[src/rtl/evt_agg_pkg.sv]
package evt_agg_pkg;
  localparam int WORD_W   = 32;
  localparam int N_WORDS  = 3;
  localparam int N_GROUPS = 3;
  localparam int ADDR_W   = 8;
  // byte stride between mask groups; status words occupy the first stride
  localparam int GRP_STRIDE = 16;
endpackage

[src/rtl/evt_status_bank.sv]
module evt_status_bank #(
  parameter int WORD_W  = 32,
  parameter int N_WORDS = 3,
  localparam int N_EVT  = WORD_W * N_WORDS
) (
  input  logic               clk,
  input  logic               rst_n,
  input  logic [N_EVT-1:0]   evt_i,
  input  logic [N_WORDS-1:0] clr_sel_i,
  input  logic [WORD_W-1:0]  clr_data_i,
  output logic [N_EVT-1:0]   status_o
);
  for (genvar k = 0; k < N_WORDS; k++) begin : g_word
    logic [WORD_W-1:0] word_q;
    logic [WORD_W-1:0] clr_bits;
    assign clr_bits = clr_sel_i[k] ? clr_data_i : '0;
    always_ff @(posedge clk or negedge rst_n) begin
      if (!rst_n) word_q <= '0;
      else        word_q <= (word_q & ~clr_bits) | evt_i[k*WORD_W +: WORD_W];
    end
    assign status_o[k*WORD_W +: WORD_W] = word_q;
  end
endmodule

[src/rtl/evt_mask_bank.sv]
module evt_mask_bank #(
  parameter int WORD_W   = 32,
  parameter int N_REGS   = 9
) (
  input  logic                     clk,
  input  logic                     rst_n,
  input  logic [N_REGS-1:0]        wr_sel_i,
  input  logic [WORD_W-1:0]        wdata_i,
  output logic [N_REGS*WORD_W-1:0] mask_o
);
  for (genvar r = 0; r < N_REGS; r++) begin : g_reg
    logic [WORD_W-1:0] mask_q;
    always_ff @(posedge clk or negedge rst_n) begin
      if (!rst_n)          mask_q <= '0;
      else if (wr_sel_i[r]) mask_q <= wdata_i;
    end
    assign mask_o[r*WORD_W +: WORD_W] = mask_q;
  end
endmodule

[src/rtl/evt_group_out.sv]
module evt_group_out #(
  parameter int N_EVT = 96,
  localparam int IDX_W = $clog2(N_EVT)
) (
  input  logic [N_EVT-1:0] status_i,
  input  logic [N_EVT-1:0] mask_i,
  output logic             irq_o,
  output logic [IDX_W-1:0] idx_o,
  output logic             valid_o
);
  logic [N_EVT-1:0] pend;
  assign pend  = status_i & mask_i;
  assign irq_o = |pend;

  // scan from the top so the lowest set bit is the last one written
  always_comb begin
    idx_o   = '0;
    valid_o = 1'b0;
    for (int i = N_EVT - 1; i >= 0; i--) begin
      if (pend[i]) begin
        idx_o   = IDX_W'(i);
        valid_o = 1'b1;
      end
    end
  end
endmodule

[src/rtl/evt_irq_aggregator.sv]
module evt_irq_aggregator
  import evt_agg_pkg::*;
#(
  parameter int W  = WORD_W,
  parameter int NW = N_WORDS,
  parameter int NG = N_GROUPS,
  parameter int AW = ADDR_W,
  localparam int N_EVT = W * NW,
  localparam int IDX_W = $clog2(N_EVT),
  localparam int N_MREG = NG * NW
) (
  input  logic                clk,
  input  logic                rst_n,
  input  logic [N_EVT-1:0]    evt_i,
  input  logic                reg_wr_i,
  input  logic [AW-1:0]       reg_addr_i,
  input  logic [W-1:0]        reg_wdata_i,
  output logic [W-1:0]        reg_rdata_o,
  output logic [NG-1:0]       irq_o,
  output logic [NG*IDX_W-1:0] evt_idx_o,
  output logic [NG-1:0]       idx_valid_o
);
  logic [N_EVT-1:0]    status_w;
  logic [N_MREG*W-1:0] mask_w;
  logic [NW-1:0]       st_hit;
  logic [N_MREG-1:0]   mk_hit;

  // address decode: status word k at 4k, mask (g,k) at STRIDE*(g+1)+4k
  for (genvar k = 0; k < NW; k++) begin : g_st_dec
    assign st_hit[k] = (reg_addr_i == AW'(4 * k));
  end
  for (genvar g = 0; g < NG; g++) begin : g_grp_dec
    for (genvar k = 0; k < NW; k++) begin : g_word_dec
      assign mk_hit[g*NW + k] = (reg_addr_i == AW'(GRP_STRIDE * (g + 1) + 4 * k));
    end
  end

  evt_status_bank #(.WORD_W(W), .N_WORDS(NW)) u_status (
    .clk        (clk),
    .rst_n      (rst_n),
    .evt_i      (evt_i),
    .clr_sel_i  (st_hit & {NW{reg_wr_i}}),
    .clr_data_i (reg_wdata_i),
    .status_o   (status_w)
  );

  evt_mask_bank #(.WORD_W(W), .N_REGS(N_MREG)) u_mask (
    .clk      (clk),
    .rst_n    (rst_n),
    .wr_sel_i (mk_hit & {N_MREG{reg_wr_i}}),
    .wdata_i  (reg_wdata_i),
    .mask_o   (mask_w)
  );

  for (genvar g = 0; g < NG; g++) begin : g_out
    evt_group_out #(.N_EVT(N_EVT)) u_grp (
      .status_i (status_w),
      .mask_i   (mask_w[g*N_EVT +: N_EVT]),
      .irq_o    (irq_o[g]),
      .idx_o    (evt_idx_o[g*IDX_W +: IDX_W]),
      .valid_o  (idx_valid_o[g])
    );
  end

  // read mux: at most one decode hit, unmapped yields zero
  always_comb begin
    reg_rdata_o = '0;
    for (int k = 0; k < NW; k++)
      if (st_hit[k]) reg_rdata_o = status_w[k*W +: W];
    for (int r = 0; r < N_MREG; r++)
      if (mk_hit[r]) reg_rdata_o = mask_w[r*W +: W];
  end
endmodule

[config.mk]
export PLATFORM = sky130hd
export DESIGN_NAME = evt_irq_aggregator
export DESIGN_NICKNAME = d
export VERILOG_FILES = /design/src/rtl/evt_agg_pkg.sv /design/src/rtl/evt_status_bank.sv /design/src/rtl/evt_mask_bank.sv /design/src/rtl/evt_group_out.sv /design/src/rtl/evt_irq_aggregator.sv
export SDC_FILE = /design/constraint.sdc
export NUM_CORES = 1
export LEC_CHECK = 0
export BUFFER_PORTS_ARGS = -buffer_cell sky130_fd_sc_hd__buf_2
export CORE_AREA = 2 2 202 224
export CTS_CLUSTER_DIAMETER = 200
export CTS_CLUSTER_SIZE = 14
export DETAILED_ROUTE_END_ITERATION = 12
export DIE_AREA = 0 0 204 226
export PLACE_DENSITY = 0.69
export REMOVE_ABC_BUFFERS = 1
export SLEW_MARGIN = 25
export SYNTH_ARGS = -nofsm -noshare
export SYNTH_HDL_FRONTEND = slang
export SYNTH_SLANG_ARGS = --single-unit
[constraint.sdc]
create_clock -name clk -period 3.8 [get_ports clk]
set_clock_uncertainty 0.05 [all_clocks]
set_input_delay 0.38 -clock clk [delete_from_list [all_inputs] [get_ports clk]]
set_output_delay 0.38 -clock clk [all_outputs]
set_load 0.005 [all_outputs]
# Word level (Yosys, flattened, before mapping)
# Index checks and enable logic that the tools add are counted.
totals:
  ff_bits: 384
  latch_bits: 0
  mem_bits_rw: 0
  romBits: 0
  inputBits: 139
  output_inout_bits: 59
  wordCells: 632
  n_memories: 0
op_classes:
  n_addsub: 0
  n_mul: 0
  div: 0
  magnitude_cmp: 0
  n_eq_ne: 11
  shift: 0
  mux: 591
  bitwise_logic: 14
  n_reduce_logical: 4
ops:
  columns: ["op", "n"]
  rows:
  - ["$mux W7", 288]
  - ["$mux W32", 15]
  - ["$and A96 B96 Y96", 3]
  - ["$mux W1", 288]
  - ["$reduce_or A96 Y1", 3]
  - ["$and A32 B32 Y32", 3]
  - ["$not A32 Y32", 3]
  - ["$or A32 B32 Y32", 3]
  - ["$eq A8 B6 Y1 const B", 6]
  - ["$eq A8 B5 Y1 const B", 3]
  - ["$and A9 B9 Y9", 1]
  - ["$eq A8 B3 Y1 const B", 1]
  - ["$eq A8 B4 Y1 const B", 1]
  - ["$logic_not A8 Y1", 1]
  - ["$and A3 B3 Y3", 1]

# Longest topological paths before layout
depth:
  ltp_word: 97
  depth_mapped: 10
  mapped_depth_nobuf: 7

# Cells and area by module
# Synthesis repeated with hierarchy kept, for this count alone.
unflattened:
  hier_cells: 2423
  hier_area_um2: 25224.2
by_module_without_submodules:
  columns: ["module", "n_inst", "cells_each", "area_each_um2", "seq_area_each_um2"]
  rows:
  - ["evt_mask_bank", 1, 612, 12105.4, 7206.9]
  - ["evt_group_out", 3, 269, 1710.4, 0.0]
  - ["evt_irq_aggregator", 1, 707, 4403.0, 0.0]
  - ["evt_status_bank", 1, 297, 3584.7, 2402.3]

# Worst setup path before layout
# Ideal clock, no wire load.
synth_timing:
  path_kind: "in2out"
  from: "in reg_addr_i[1]"
  to: "out reg_rdata_o[24]"
  arrival_time_ns: 2.200
  required_time_ns: 3.370
  path_slack_ns: 1.170
  cell_stages: 9
  path_buffers: 2
  cell_sequence: "or4_4 or3_1 or2_1 buf_6 buf_2 o211ai_1 o21ai_0 nand3_1 a221o_1"
synth_between:
  elab_chain_len: 13
  word_cells_on_any_way: 24
  classes_between: "eq/ne (11); mux (12); reduce/logical (1)"
synth_lines:
  columns: ["item", "line", "text"]
  rows:
  - ["from (decl)", "evt_irq_aggregator.sv:16", "input logic [AW-1:0] reg_addr_i,"]
  - ["$logic_not A8 Y1", "evt_irq_aggregator.sv:30", "assign st_hit[k] = (reg_addr_i == AW'(4 * k));"]
  - ["$mux W32 (3 in series)", "evt_irq_aggregator.sv:69", "if (st_hit[k]) reg_rdata_o = status_w[k*W +: W];"]
  - ["$mux W32 (8 in series)", "evt_irq_aggregator.sv:71", "if (mk_hit[r]) reg_rdata_o = mask_w[r*W +: W];"]
  - ["$mux W32 (*)", "evt_irq_aggregator.sv:71", null]
  - ["to (decl)", "evt_irq_aggregator.sv:18", "output logic [W-1:0] reg_rdata_o,"]
# Every way passes the cells marked *; elsewhere a longest branch is shown, timed or not.

# Worst setup path after layout
layout_timing:
  from: "reg u_status.g_word[2].word_q[31]"
  to: "out evt_idx_o[15]"
layout_between:
  elab_chain_len: 97
layout_lines:
  columns: ["item", "line", "text"]
  rows:
  - ["from (decl)", "evt_status_bank.sv:14", "logic [WORD_W-1:0] word_q;"]
  - ["from (signal assigned)", "evt_status_bank.sv:19", "else word_q <= (word_q & ~clr_bits) | evt_i[k*WORD_W +: WORD_W];"]
  - ["$and A96 B96 Y96", "evt_group_out.sv:12", "assign pend = status_i & mask_i;"]
  - ["$mux W7 (96 in series)", "evt_group_out.sv:20", "if (pend[i]) begin"]
  - ["to (decl)", "evt_irq_aggregator.sv:20", "output logic [NG*IDX_W-1:0] evt_idx_o,"]
# Every way passes these cells.

==> flow_metrics.py <==
metrics = {
    "yosys": {
        "synth_top_cell_area_share_pct": 44.1,
        "syn_area_mm2": 0.0218,
        "yosys_most_used_dff": "dfrtp_1",
        "yosys_warnings": 0,
        "synth.distinct_cells": 67,
        "synth_edf_count": 0,
        "async_flop_share_pct": 100,
        "yosysTopAreaCell": "dfrtp_1",
        "synth-seq-cells": 384,
        "avgSynthCellArea_um2": 9.96,
        "synthCells": 2187,
        "ys_seq_area_share_pct": 44.1,
        "yosys-top-cells-area": "dfrtp_1, mux2_2, nand2_1",
    },
    "finish": {
        "drive_gt1_share_pct": 25.7,
        "finalNonFillerCells": 2987,
        "fin_nets": 2545,
        "area_growth_pct": 15.6,
        "n_antenna_cell": 0,
    },
    "sta": {
        "relSlewSlack_pct": 43.3,
        "min_period_over_period_pct": 98.7,
        "maxClockFrequency_mhz": 267,
        "slew_viol_final": 0,
        "fin_setup_tns_ns": 0,
        "rsz0062_at_grt": "no",
        "setup_viol": 0,
        "fin_crit_ns": 3.75,
        "final_hold_viol_count": 0,
        "tightest_slew_ns": 0.850,
    },
    "floorplanning": {
        "die_h_um": 226,
        "die_w_um": 204,
        "core.rowCount": 81,
        "die_area_mm2": 0.0461,
        "initial_utilization_pct": 49.5,
        "io_pins": 198,
        "core_area_mm2": 0.0440,
    },
    "clock_network": {
        "clk_latency_ns": 0.60,
        "cts_made_buffers": 31,
        "clock-sinks": 384,
        "htree_levels": 1,
        "clock_path_buffers": 3,
        "cts_root_buffer": "clkbuf_16",
        "clk_pin_slew_ns": 0.08,
        "cts_tree": "yes",
    },
    "global_routing": {
        "grt_max_degree": 95,
        "grt_pass1_wl_um": 140000,
        "grt_overflow_total": 0,
        "grt_pass1_vias": 20000,
        "antenna_found_initial": 2,
        "grtUsageTotal_pct": 42.1,
    },
    "setup_path": {
        "reg2reg_to": "u_mask.g_reg[3].mask_q[20]$_DFFE_PN0P_",
        "cpMaxStageDelayCell": "o21ai_0",
        "reg2reg_from": "u_mask.g_reg[3].mask_q[20]$_DFFE_PN0P_",
        "worstPathArrival_ns": 3.32,
        "ff2ff_path_depth": 1,
        "crit_top_cell": "a31oi_1",
        "r2r_slack_ns": 2.80,
        "critPathLaunchType": "flip-flop",
        "crit_required_ns": 3.37,
        "worstPathMaxFanout": 8,
        "critical-path-max-stage-delay_ns": 0.55,
        "path_class": "reg -> out",
        "path_cells": "a22o_1, a31oi_1, o21ai_0, a2111oi_0, o2111a_1, a211o_1, a31oi_1, buf_2",
        "cp-end-kind": "primary output",
    },
    "min_path": {
        "holdPathEnd": "u_status.g_word[0].word_q[2]$_DFF_PN0_",
        "min_path_type": "in -> reg",
        "worstHoldStart": "reg_wdata_i[2]",
        "min_path_cells": 3,
    },
    "placed_design": {
        "hpwl_um": 73300,
        "gp_congestion": 1.05,
        "io_buffers": 197,
        "dp.cells": 2857,
    },
    "status": {
        "status": "completed",
    },
    "job": {
        "max_cap_violations": 0,
    },
    "drt": {
        "viasPerCell": 6.98,
        "route.detailed.drc": 0,
        "first_iter_violations": 2643,
        "wl_per_cell_um": 32.9,
        "routed_wl_um": 98200,
        "ant_nets": 0,
        "drt-pass1-iter-count": 9,
        "route.vias.total": 20800,
    },
    "power": {
        "power.leakage_nw": 11.4,
        "peakVddDrop_uv": 429,
        "power.density_mw_per_mm2": 389,
    },
}
worst max-delay path: cells and delay by family, from the launching register on:
family / cells / cell delay, ns
DFF: 1 / 0.47
AOI/OAI and AO/OA: 7 / 2.07
buffers and inverters: 1 / 0.18
registers in the layout (all words and copies together) (netlist names):
| register | flops |
|---|---|
| u_mask.g.mask_q | 288 |
| u_status.g_word.word_q | 96 |
per-layer routing:
layer | global-route usage, % | share of wire, % | vias up
met5 | 0 | 0.032 | -
met4 | 16.1 | 4.6 | 4
met3 | 7.69 | 9.9 | 278
met2 | 67.2 | 46 | 1382
li1 | - | - | 8684
met1 | 57.0 | 40 | 10500
final cells by class:
cell class,count,area (µm²)
clock buffers,31,776
clock inverters,2,17.5
fillers,3905,18800
inverters,12,45.0
multi-input cells,1612,11400
flip-flops and latches,384,9610
well taps,581,727
repair buffers,365,2570
Yosys cell counts (9+ instances only):
cell type,n
nor3_1,18
buf_2,39
nor4_1,10
and3_1,13
nand4_1,20
mux2i_1,30
buf_4,9
a222oi_1,39
clkbuf_1,102
nand2_1,385
o211ai_1,41
nand3_1,90
and2_1,15
nor2b_1,9
a32o_1,31
mux2_2,287
nand2b_1,10
a22oi_1,143
a211oi_1,17
buf_1,24
a21oi_1,57
a32oi_1,17
a21o_1,97
nor2_1,54
a22o_1,33
o21ai_0,58
dfrtp_1,384
a221oi_1,9
inv_1,12
a221o_1,31
power by group:
| group | switching [mW] | internal (mW) |
|---|---|---|
| registers | 0.195 | 4.23 |
| clock network | 1.50 | 1.44 |
| logic | 1.51 | 0.924 |
| total | 3.21 | 6.59 |
layout by cell type (no fill, tap or decap), types with 7 or more instances in the layout:
| master | netlist | layout |
|---|---|---|
| nor2_1 | 54 | 45 |
| nand2_1 | 385 | 385 |
| a32o_1 | 31 | 31 |
| buf_4 | 9 | 65 |
| dfrtp_1 | 384 | 384 |
| inv_1 | 12 | 12 |
| a41oi_1 | 7 | 7 |
| and3_1 | 13 | 13 |
| nor2b_1 | 9 | 9 |
| a32oi_1 | 17 | 17 |
| a21oi_1 | 57 | 57 |
| a31oi_1 | 8 | 8 |
| a211oi_1 | 17 | 17 |
| nor2_2 | 0 | 7 |
| and2_1 | 15 | 16 |
| a21o_1 | 97 | 97 |
| clkbuf_16 | 0 | 31 |
| dlygate4sd3_1 | 0 | 97 |
| a222oi_1 | 39 | 39 |
| mux2_2 | 287 | 287 |
| nand2b_1 | 10 | 10 |
| a22oi_1 | 143 | 137 |
| o21ai_0 | 58 | 58 |
| mux2i_1 | 30 | 30 |
| nand3_1 | 90 | 90 |
| o211ai_1 | 41 | 41 |
| nor4_1 | 10 | 9 |
| a221oi_1 | 9 | 9 |
| o21ai_1 | 7 | 7 |
| buf_2 | 39 | 196 |
| a221o_1 | 31 | 31 |
| a22o_1 | 33 | 33 |
| nor3_1 | 18 | 16 |
| o2111ai_1 | 8 | 8 |
| nand4_1 | 20 | 20 |
metrics by stage:
step                hold slack [ns]  power [mW]  worst slack (ns)  cell area [µm²]  utilization (%)
finish                       0.0953        9.80            0.0490            25200             57.2
global route                  0.111        10.1            0.0178            25200             57.2
CTS                          0.0850        9.74            0.0362            25100             57.2
detailed placement            0.302        6.77             0.251            23300             53.1
global placement              0.298        6.76             0.191            23300             53.1
floorplan                    0.0344        5.55          0.000893            21000                -
repair_timing:
action / in CTS / in global routing
endpoints found under the setup margin: 5 / 8
resized for setup: 6 / 7
buffers inserted: 0 / 0
endpoints found under the hold margin: 147 / 0
hold buffers: 97 / 0
pin swaps: 0 / 1
how the worst max path moves through the flow:
stage                                            start  depth (start not counted)  slack [ns]                               endpoint
5_1_grt        u_status.g_word[2].word_q[30]$_DFF_PN0_                          8        0.02                          evt_idx_o[15]
6_report       u_status.g_word[2].word_q[31]$_DFF_PN0_                          8        0.05                          evt_idx_o[15]
3_5_place_dp   u_status.g_word[0].word_q[22]$_DFF_PN0_                          8        0.25                           evt_idx_o[0]
3_3_place_gp   u_status.g_word[0].word_q[22]$_DFF_PN0_                          8        0.19                           evt_idx_o[0]
2_1_floorplan                            reg_addr_i[1]                          4      0.0009  u_mask.g_reg[8].mask_q[0]$_DFFE_PN0P_
4_1_cts        u_status.g_word[1].word_q[24]$_DFF_PN0_                          8        0.04                           evt_idx_o[8]
kinds of logic after synthesis:
kind of cell / after synthesis / share of synthesized area (%)
simple gates: 655 / 13.4
buf+inv: 191 / 3.84
flops: 384 / 44.1
compound gates: 639 / 22.3
mux: 318 / 16.3
No activity file was read; power rests on OpenSTA's default activity.
